**config.mk**
```make
export PLATFORM = sky130hd
export DESIGN_NAME = cdr_bit_recover
export DESIGN_NICKNAME = d
export VERILOG_FILES = /design/src/rtl/cdr_pkg.sv /design/src/rtl/cdr_maj_filter.sv /design/src/rtl/cdr_phase_track.sv /design/src/rtl/cdr_lock_mon.sv /design/src/rtl/cdr_bit_recover.sv
export SDC_FILE = /design/constraint.sdc
export NUM_CORES = 1
export LEC_CHECK = 0
export CAP_MARGIN = 25
export CORE_ASPECT_RATIO = 1.25
export CORE_MARGIN = 3
export CORE_UTILIZATION = 65
export DETAILED_ROUTE_END_ITERATION = 8
export DONT_BUFFER_PORTS = 1
export PLACE_DENSITY_LB_ADDON = 0.12
export RECOVER_POWER = 25
export REMOVE_ABC_BUFFERS = 1
export SLEW_MARGIN = 20
export SYNTH_ARGS = -nofsm -noshare
export SYNTH_HDL_FRONTEND = slang
export SYNTH_SLANG_ARGS = --single-unit
```
**constraint.sdc**
```tcl
create_clock -name clk -period 5.1 [get_ports clk]
set_input_delay 0.255 -clock clk [delete_from_list [all_inputs] [get_ports clk]]
set_output_delay 0.255 -clock clk [all_outputs]
set_load 0.005 [all_outputs]
```
**src/rtl/cdr_pkg.sv**
```systemverilog
package cdr_pkg;
  typedef enum logic [1:0] {
    TRK_FAST     = 2'd0,
    TRK_SLOW     = 2'd1,
    TRK_AUTO     = 2'd2,
    TRK_AUTO_ALT = 2'd3
  } trk_mode_e;
endpackage

```
**src/rtl/cdr_maj_filter.sv**
```systemverilog
module cdr_maj_filter #(
  parameter int TAPS = 3
) (
  input  logic clk,
  input  logic rst_n,
  input  logic samp_en,
  input  logic rx_raw,
  output logic filt_now,
  output logic edge_hit
);
  localparam int HW = TAPS - 1;

  logic [HW-1:0] hist;
  logic [TAPS-1:0] win;
  logic filt_q;

  assign win      = {hist, rx_raw};
  assign filt_now = ($countones(win) > (TAPS / 2));
  assign edge_hit = samp_en & (filt_now ^ filt_q);

  always_ff @(posedge clk or negedge rst_n) begin
    if (!rst_n) begin
      hist   <= '0;
      filt_q <= 1'b0;
    end else if (samp_en) begin
      hist   <= win[HW-1:0];
      filt_q <= filt_now;
    end
  end
endmodule

```
**src/rtl/cdr_phase_track.sv**
```systemverilog
module cdr_phase_track #(
  parameter int OSR = 29,
  parameter int MID = 14,
  parameter int WIN = 2
) (
  input  logic                     clk,
  input  logic                     rst_n,
  input  logic                     samp_en,
  input  logic                     edge_hit,
  input  logic                     use_slow,
  input  logic                     filt_now,
  output logic [$clog2(OSR)-1:0]   phase_idx,
  output logic                     in_win,
  output logic                     bit_vld,
  output logic                     bit_dat
);
  localparam int CW = $clog2(OSR);
  localparam logic [CW-1:0] LAST  = CW'(OSR - 1);
  localparam logic [CW-1:0] MIDV  = CW'(MID);
  localparam logic [CW-1:0] WLO   = CW'(WIN);
  localparam logic [CW-1:0] WHI   = CW'(OSR - WIN);

  logic [CW-1:0] nxt, slow_fix, idx_d;

  always_comb begin
    nxt = (phase_idx == LAST) ? '0 : phase_idx + 1'b1;
    in_win = (nxt <= WLO) || (nxt >= WHI);
    if (nxt == '0 || nxt == LAST) slow_fix = '0;
    else if (nxt <= MIDV)         slow_fix = nxt - 1'b1;
    else                          slow_fix = nxt + 1'b1;
    if (edge_hit) idx_d = use_slow ? slow_fix : '0;
    else          idx_d = nxt;
  end

  always_ff @(posedge clk or negedge rst_n) begin
    if (!rst_n) begin
      phase_idx <= '0;
      bit_vld   <= 1'b0;
      bit_dat   <= 1'b0;
    end else begin
      bit_vld <= samp_en && (idx_d == MIDV);
      if (samp_en) begin
        phase_idx <= idx_d;
        if (idx_d == MIDV) bit_dat <= filt_now;
      end
    end
  end
endmodule

```
**src/rtl/cdr_lock_mon.sv**
```systemverilog
module cdr_lock_mon #(
  parameter int LOCK_N   = 8,
  parameter int UNLOCK_N = 4
) (
  input  logic clk,
  input  logic rst_n,
  input  logic edge_hit,
  input  logic in_win,
  output logic locked
);
  localparam int LW = $clog2(LOCK_N + 1);
  localparam int UW = $clog2(UNLOCK_N + 1);

  logic [LW-1:0] good_run;
  logic [UW-1:0] bad_run;

  always_ff @(posedge clk or negedge rst_n) begin
    if (!rst_n) begin
      good_run <= '0;
      bad_run  <= '0;
      locked   <= 1'b0;
    end else if (edge_hit) begin
      if (in_win) begin
        bad_run <= '0;
        if (good_run != LW'(LOCK_N)) good_run <= good_run + 1'b1;
        if (good_run == LW'(LOCK_N - 1)) locked <= 1'b1;
      end else begin
        good_run <= '0;
        if (bad_run != UW'(UNLOCK_N)) bad_run <= bad_run + 1'b1;
        if (bad_run == UW'(UNLOCK_N - 1)) locked <= 1'b0;
      end
    end
  end
endmodule

```
**src/rtl/cdr_bit_recover.sv**
```systemverilog
module cdr_bit_recover #(
  parameter int OSR      = 29,
  parameter int MID      = 14,
  parameter int WIN      = 2,
  parameter int TAPS     = 3,
  parameter int LOCK_N   = 8,
  parameter int UNLOCK_N = 4
) (
  input  logic       clk,
  input  logic       rst_n,
  input  logic       samp_en,
  input  logic       rx_raw,
  input  logic [1:0] mode,
  output logic       out_valid,
  output logic       out_data,
  output logic       locked
);
  import cdr_pkg::*;
  localparam int CW = $clog2(OSR);

  logic            filt_now, edge_hit, in_win, use_slow;
  logic [CW-1:0]   phase_idx;
  trk_mode_e       mode_e;

  assign mode_e   = trk_mode_e'(mode);
  assign use_slow = (mode_e == TRK_SLOW) ||
                    (((mode_e == TRK_AUTO) || (mode_e == TRK_AUTO_ALT)) && locked);

  cdr_maj_filter #(.TAPS(TAPS)) u_filt (
    .clk(clk), .rst_n(rst_n), .samp_en(samp_en), .rx_raw(rx_raw),
    .filt_now(filt_now), .edge_hit(edge_hit)
  );

  cdr_phase_track #(.OSR(OSR), .MID(MID), .WIN(WIN)) u_track (
    .clk(clk), .rst_n(rst_n), .samp_en(samp_en), .edge_hit(edge_hit),
    .use_slow(use_slow), .filt_now(filt_now), .phase_idx(phase_idx),
    .in_win(in_win), .bit_vld(out_valid), .bit_dat(out_data)
  );

  cdr_lock_mon #(.LOCK_N(LOCK_N), .UNLOCK_N(UNLOCK_N)) u_lock (
    .clk(clk), .rst_n(rst_n), .edge_hit(edge_hit), .in_win(in_win),
    .locked(locked)
  );
endmodule

```
==> impl_metrics.toml, run 1 <==
[clocking]
post_cts_buffers = 0
cts_tree = "yes"
cts_root_buf = "clkbuf_4"
htree_num_levels = 1
cts-resized-gates = 0
cts.sinks = 18
clock_path_buffers = 2
holdBufCountCts = 1
cts_buffers = 3
clk_pin_slew_ns = 0.09
clk_latency_ns = 0.30

[power]
p_leak_nw = 0.629
cellPowerDensity_nw_per_um2 = 625
total_power_uw = 889
peakVddDrop_uv = 418

[finish]
syn2layout_area_growth_pct = 4.03
fin_nets = 174
instances_no_fill = 172
n_antenna_cell = 0
drive_above_1_share = 0.124

[synth]
syn_area_um2 = 1370
netlist.area_leader.share = 0.329
ys_seq_elements = 18
synthCells = 151
async_flop_share = 1.00
seq_area_frac_synth = 0.329
ys_types = 44
synthTopCellsByCount = "18 x dfrtp_1, 16 x nand2_1, 13 x ha_1"
avgSynthCellArea_um2 = 9.06
yosys.area.top_type = "dfrtp_1"
synth_edf_count = 0
ys.flop_type = "dfrtp_1"
synth.most_common_cell = "dfrtp_1"
yosys_warnings = 0
synthTopCellsByArea = "dfrtp_1 33%, ha_1 12%, nand2_1 4.4%, a21oi_1 3.7%, o21ai_0 3.3%"

[timing]
skew_ns = 0.00869
finalSetupViolations = 0
fin_crit_sh = 0.705
fin_tns_setup_ns = 0
whs_ns = 0.0286
fin_crit_ns = 3.59
rsz0062_at_grt = "no"
slew_headroom = 0.449
worst_slew_pin_slew_ns = 0.824
report.final.slew_viol_count = 0
hold_violations = 0
max_freq_mhz = 278

[die]
die_h_um = 57.3
design.core.area_um2 = 1870
die_area_um2 = 2690
ios = 9
die-width_um = 47.0
initial_core_util = 0.731
row_count = 17

[min_path]
hold_class = "in -> reg"

[placement]
dp.cells = 167
gp_congestion = 0.852
io_buffers = 0
dp_hpwl_mm = 2.13

[global_routing]
grt_max_degree = 19
track_usage = 0.247
grt_pass1_wl_mm = 4.97
grt_pass1_vias = 1105
grt-ovfl-total = 0
antenna_found_initial = 0

[outcome]
outcome = "finished clean"

[worst_setup_path]
rrSetupSlack_ns = 1.51
critPathRequiredTime_ns = 5.28
crit_fanout = 9
critPathArrivalTime_ns = 3.77
start_kind = "flop"
endpoint_kind = "flop"
crit_type = "reg -> reg"

[routing]
vias_per_cell = 6.81
wl_per_cell_um = 16.4
routed_wl_mm = 2.82
num_vias = 1172
dr.first_iter.drc_count = 52
drt_drc_violations_left = 0
ant_nets = 0
firstDrtPassIters = 4

[run]
maxCapViolations = 0
-- power by group --
part	internal (mW)	leakage [nW]	switching, mW	total [mW]
clock network	0.0436	0.0210	0.0454	0.0890
registers	0.187	0.228	0.0514	0.238
logic	0.221	0.380	0.342	0.562
-- logic make-up after synthesis --
| group | after synthesis | share of synthesized area |
|---|---|---|
| DFF | 18 | 0.329 |
| adders and majority gates | 14 | 0.134 |
| and+or+nand+nor | 46 | 0.168 |
| xor gates and xnor gates | 4 | 0.0256 |
| buffers and inverters | 15 | 0.0439 |
| AOI/OAI and AO/OA | 48 | 0.249 |
| muxes | 6 | 0.0503 |
-- cells in the final DEF, fill, tap and decap left out, types with 4 or more instances in the layout --
master / instances
dfrtp_1: 18
nand2_1: 16
ha_1: 13
inv_1: 11
nor2_1: 11
a21oi_1: 10
o21ai_0: 9
nand3_1: 5
a31oi_1: 5
mux2_2: 4
a211oi_1: 4
-- metal layers --
metal	GRT usage	part of all wire	wire length, um
met1	0.316	0.41	1170
met2	0.417	0.52	1470
met3	0.0221	0.050	140
met4	0.0909	0.016	46
met5	0	0	0
-- final cells by class --
class                      instances  area, um^2
multi-input combinational        118         857
sequential                        18         450
fill                             144         449
inverter                          12        45.0
clock buffer                       4        36.3
tap                               19        23.8
timing repair buffer               1        10.0
-- path summary, 6_finish.rpt --
check                                           from                    to  cells past startpoint
worst max-delay path            u_track.phase_idx[0]       u_track.bit_dat                     14
worst min-delay path                         samp_en         u_filt.filt_q                      1
worst max register to register  u_track.phase_idx[0]       u_track.bit_dat                     14
worst min register to register        u_filt.hist[1]        u_filt.hist[1]                      1
max in group asynchronous                      rst_n  u_track.phase_idx[1]                      1
min in group asynchronous                      rst_n  u_track.phase_idx[2]                      1
-- metrics by stage --
| step | setup WS (ns) | instance area, um^2 | util |
|---|---|---|---|
| detailed placement | 1.53 | 1380 | 0.735 |
| CTS | 1.52 | 1420 | 0.760 |
| finish | 1.51 | 1420 | 0.760 |
| global route | 1.27 | 1420 | 0.760 |
| floorplan | 1.91 | 1350 | - |
| global placement | 1.70 | 1380 | 0.735 |
-- worst max-delay path, stage by stage, from the launching register on --
cell	delay, ns
dfrtp_1	0.48
inv_1	0.10
ha_1	0.25
a22o_1	0.22
o211ai_2	0.33
and3_2	0.29
nor2_1	0.10
ha_1	0.35
a21oi_1	0.25
nand3_1	0.11
a211oi_1	0.23
a211oi_1	0.08
o31ai_1	0.38
and3_4	0.27
a21oi_2	0.05
-- flip-flops by register name, summed over array words and instances (netlist names) --
name / cells
u_track.phase_idx: 5
u_lock.good_run: 4
u_lock.bad_run: 3
u_filt.hist: 2
u_filt.filt_q: 1
u_lock.locked: 1
u_track.bit_dat: 1
u_track.bit_vld: 1
(Power assumes the default switching activity.)
==> run 2, diff against run 1 <==
Settings changed: CORE_UTILIZATION 65 to 56.
Clock period 5.1 ns to 3.1 ns, I/O delays scaled along.
==> run 2 against run 1 <==
Net effect:
- sequential cell count did not move
- final area rose by 20%
- the run now ends with hold timing left
- clock power rose by 64%
- combinational power rose to 2.5 times the previous value
- total power rose by 120%
- global-route usage fell by 1.0 points
- critical path depth did not move
- final cell count rose by 24%
==> impl_metrics.toml, run 2 (synthesis results as in run 1) <==
[min_path]
hold_class = "in -> reg"
hold_start = "samp_en"

[power]
p_leak_nw = 0.769
peakVddDrop_uv = 837
total_power_mw = 1.95
cellPowerDensity_nw_per_um2 = 1150

[placement]
io_buffers = 0
dp_hpwl_mm = 2.43
place_area_um2 = 1560
gp_congestion = 0.961
dp.cells = 201
place_ws_ns = -0.0672

[finish]
largest_reg_flops = 5
final_cell_mix = "28 x buf_4, 18 x dfrtp_1, 16 x nand2_1"
n_antenna_cell = 0
largest_register = "u_track.phase_idx"
final_area_um2 = 1700
instances_no_fill = 213
drive_above_1_share = 0.308
fin_nets = 203
final_core_util = 0.753
layout_commonest_cell = "buf_4"
top_regs = "u_track.phase_idx x5, u_lock.good_run x4, u_lock.bad_run x3"
syn2layout_area_growth_pct = 24.3

[routing]
dr.first_iter.drc_count = 57
firstDrtPassIters = 4
vias_per_cell = 5.82
routed_wl_mm = 3.24
ant_nets = 0
num_vias = 1240
drt_drc_violations_left = 0
wl_per_cell_um = 15.2

[worst_setup_path]
regToRegStartpoint = "u_track.phase_idx[0]"
crit_type = "reg -> reg"
crit_fanout = 4
endpoint_kind = "flop"
critPathRequiredTime_ns = 3.27
critPathArrivalTime_ns = 3.16
start_kind = "flop"
startpoint = "u_track.phase_idx[0]"

[outcome]
outcome = "finished, violations left"
violations = "hold timing"

[clocking]
cts_tree = "yes"
cts_root_buf = "clkbuf_4"
clk_pin_slew_ns = 0.11
cts_buffers = 3
clock_path_buffers = 2
cts.sinks = 18
clk_latency_ns = 0.30
htree_num_levels = 1

[timing]
fin_crit_sh = 0.964
max_freq_mhz = 335
report.final.slew_viol_count = 0
worst_slew_pin_slew_ns = 0.796
skew_ns = 0.00768
rsz0062_at_grt = "yes"
fin_crit_ns = 2.99
finalSetupViolations = 0
hold_violations = 1
fin_tns_setup_ns = 0
whs_ns = -0.00287
slew_headroom = 0.468
worst_slack_ns = 0.112

[global_routing]
grt_busiest_layer = "met2"
use_met1 = 0.287
globalRouteMet3Util = 0.0218
grt_pass1_wl_mm = 5.55
grt-ovfl-total = 0
antenna_found_initial = 0
grt_max_degree = 19
grt_pass1_vias = 1216
track_usage = 0.237
met2_usage = 0.442

[die]
row_count = 19
die_h_um = 61.3
die-width_um = 50.2
die_area_um2 = 3070
initial_core_util = 0.606
design.core.area_um2 = 2260
ios = 9

[run]
maxCapViolations = 0
## run 2: cell count changes in the layout (fill, tap and decap cells not counted), moves of 2 or more
cell and delta:
buf_4 +28, inv_1 -2, xor2_2 +2, inv_2 +2
xor2_1 -2
## run 2: what timing repair did
action | in CTS | in global routing
pin swaps | 1 | 2
setup endpoints to repair | 2 | 3
hold endpoints to repair | 22 | 0
setup buffers | 1 | 5
hold buffers | 2 | 0
gates resized for setup | 2 | 8
## run 2: layout make-up
cell class                      instances  area [um^2]
Timing Repair Buffer                   30          230
Tap cell                               31         38.8
Clock buffer                            4         36.3
Sequential cell                        18          450
Inverter                               12         45.0
Multi-Input combinational cell        118          900
Fill cell                             159          558
## run 2: routing by layer
layer	routed length (um)	vias to the layer above	part of all wire
met5	0	-	0
met4	67	0	0.021
met3	102	7	0.031
met2	1730	24	0.53
met1	1350	582	0.42
li1	-	627	-
## run 2: worst paths after layout
path                                   endpoint  slack (ns)  cells after the start
max                             u_track.bit_dat        0.11                     14
min                        u_track.phase_idx[2]      -0.003                      2
max reg2reg                     u_track.bit_dat        0.11                     14
min reg2reg                      u_filt.hist[1]        0.52                      1
max in group asynchronous       u_track.bit_vld        2.23                      1
min in group asynchronous     u_lock.bad_run[2]        0.37                      1
## run 2: power breakdown
group	total (mW)	leakage [nW]	internal, mW	switching (mW)
registers	0.391	0.228	0.307	0.0838
logic	1.41	0.521	0.710	0.700
clock network	0.146	0.0210	0.0716	0.0746
total	1.95	0.769	1.09	0.858
## run 2: worst max-delay path: stages (launching register included)
cell,delay [ns]
dfrtp_1,0.44
buf_4,0.15
buf_4,0.13
ha_1,0.21
nor2b_2,0.13
and3_2,0.20
nor2_1,0.05
buf_4,0.15
ha_1,0.32
a21oi_1,0.27
a21oi_1,0.11
a41oi_1,0.26
a31oi_1,0.16
a31oi_1,0.24
a21oi_2,0.04
==> run 3, diff against run 2 <==
Settings changed: CORE_MARGIN 3 to 10, CORE_UTILIZATION 56 to 65, TNS_END_PERCENT set to 10.
Clock period 3.1 ns to 3.7 ns, I/O delays scaled along.
==> run 3 against run 2 <==
Net effect:
- the run now ends clean
- critical endpoint unchanged
- final cell count shrank 18%
- routed wire length shrank 1.8%
- sequential cell count is the same
- final area shrank 14%
- register-to-register slack gained 0.06 ns
- clock power shrank 16%
- non-clock buffer count shrank 27
- sequential power shrank 15%
- setup slack gained 0.064 ns
- maximum frequency shrank 15%
- first-iteration DRC count grew 56%
- utilization shrank 1.5 points
==> impl_metrics.toml, run 3 (synthesis results as in run 1) <==
[outcome]
outcome = "finished clean"

[worst_setup_path]
critPathRequiredTime_ns = 3.88
crit_type = "reg -> reg"
crit_fanout = 9
r2r_end = "u_track.bit_dat"
max_stage_delay_ns = 0.48
rrSetupSlack_ns = 0.18
reg2reg_depth = 15
slowest_stage = "dfrtp_2"
start_kind = "flop"
path_cells = "inv_1 > ha_1 > nand4_1 > nand2_2 > inv_2 > and3_2 > nor2_2 > ha_1 > a21oi_2 > nand3_1 > a211oi_1 > a211oi_1 > o31ai_2 > and3_4 > a21oi_2"
critPathArrivalTime_ns = 3.70
regToRegStartpoint = "u_track.phase_idx[0]"
endpoint_kind = "flop"

[timing]
whs_ns = 0.00655
worst_slack_ns = 0.177
hold_violations = 0
slew_headroom = 0.443
max_freq_mhz = 284
fin_crit_sh = 0.952
worst_slew_pin_slew_ns = 0.833
fin_crit_ns = 3.52
fin_tns_setup_ns = 0
finalSetupViolations = 0
skew_ns = 0.00792
report.final.slew_viol_count = 0

[routing]
vias_per_cell = 6.83
wl_per_cell_um = 18.2
ant_nets = 0
drt_drc_violations_left = 0
dr.first_iter.drc_count = 89
num_vias = 1196
firstDrtPassIters = 4
routed_wl_mm = 3.18

[global_routing]
grt_max_degree = 19
antenna_found_initial = 0
grt_pass1_wl_mm = 5.23
grt_pass1_vias = 1147
grt-ovfl-total = 0
track_usage = 0.149

[die]
initial_core_util = 0.690
die_area_um2 = 4350
ios = 9
die_h_um = 71.3
design.core.area_um2 = 1980
row_count = 18
die-width_um = 61.0

[clocking]
htree_num_levels = 1
cts_tree = "yes"
clk_pin_slew_ns = 0.11
cts_buffers = 3
clk_latency_ns = 0.30
cts.sinks = 18
cts_root_buf = "clkbuf_4"
clock_path_buffers = 2
post_cts_buffers = 0

[finish]
n_antenna_cell = 0
final_core_util = 0.738
layout_commonest_cell = "dfrtp_1"
top_regs = "u_track.phase_idx x5, u_lock.good_run x4, u_lock.bad_run x3"
drive_above_1_share = 0.155
final_area_um2 = 1460
largest_reg_flops = 5
syn2layout_area_growth_pct = 6.95
instances_no_fill = 175
final_cell_mix = "17 x dfrtp_1, 16 x nand2_1, 13 x ha_1"
fin_nets = 176
largest_register = "u_track.phase_idx"

[power]
cellPowerDensity_nw_per_um2 = 891
peakVddDrop_uv = 603
p_leak_nw = 0.637
total_power_mw = 1.30

[placement]
place_ws_ns = 0.0656
io_buffers = 0
dp.cells = 169
dp_hpwl_mm = 2.25
place_area_um2 = 1390
gp_congestion = 0.900

[run]
maxCapViolations = 0

[min_path]
hold_start = "samp_en"
hold_class = "in -> reg"
holdPathEnd = "u_track.phase_idx[3]"
hold_path_depth = 2
==> run 3: cell count changes in the layout (fill, tap and decap cells not counted), sizes merged <==
cell,change
buf,-27
==> run 3: cell type report <==
class / count / area [um^2]
multi-input combinational: 118 / 877
fill: 142 / 519
sequential: 18 / 452
inverter: 12 / 45.0
clock buffer: 4 / 36.3
timing repair buffer: 3 / 27.5
tap: 20 / 25.0
==> run 3: critical path, delay by kind of cell (launching register included) <==
| family | cells | cell delay (ns) |
|---|---|---|
| buffers and inverters | 2 | 0.19 |
| and+or+nand+nor | 6 | 1.18 |
| adders and majority gates | 2 | 0.55 |
| AOI/OAI and AO/OA | 5 | 1.02 |
| DFF | 1 | 0.48 |
==> run 3: layer usage <==
layer  GRT usage  up-vias  share of wire
met3      0.0265        8          0.048
met1       0.185      573           0.42
met2       0.251       46           0.51
li1            -      569              -
met4      0.0440        0          0.017
met5           0        -              0
==> run 3: worst max path at each step <==
stage                           end                  from  cells after the start  slack (ns)
global placement    u_track.bit_dat  u_track.phase_idx[0]                     14        0.22
detailed placement  u_track.bit_dat  u_track.phase_idx[0]                     14        0.07
finish              u_track.bit_dat  u_track.phase_idx[0]                     15        0.18
CTS                 u_track.bit_dat  u_track.phase_idx[0]                     14        0.02
global route        u_track.bit_dat  u_track.phase_idx[0]                     14      -0.009
floorplan           u_track.bit_dat  u_track.phase_idx[0]                     14        0.51
==> run 3: repair_timing <==
action | in CTS | in global routing
gates resized for setup | 0 | 5
hold endpoints to repair | 22 | 0
hold buffers | 2 | 0
endpoints found under the setup margin | 0 | 3
==> run 3: report_power, final <==
part / internal [mW] / total [mW] / switching [mW]
Combinational: 0.330 / 0.846 / 0.516
Clock: 0.0601 / 0.123 / 0.0633
Sequential: 0.258 / 0.334 / 0.0760
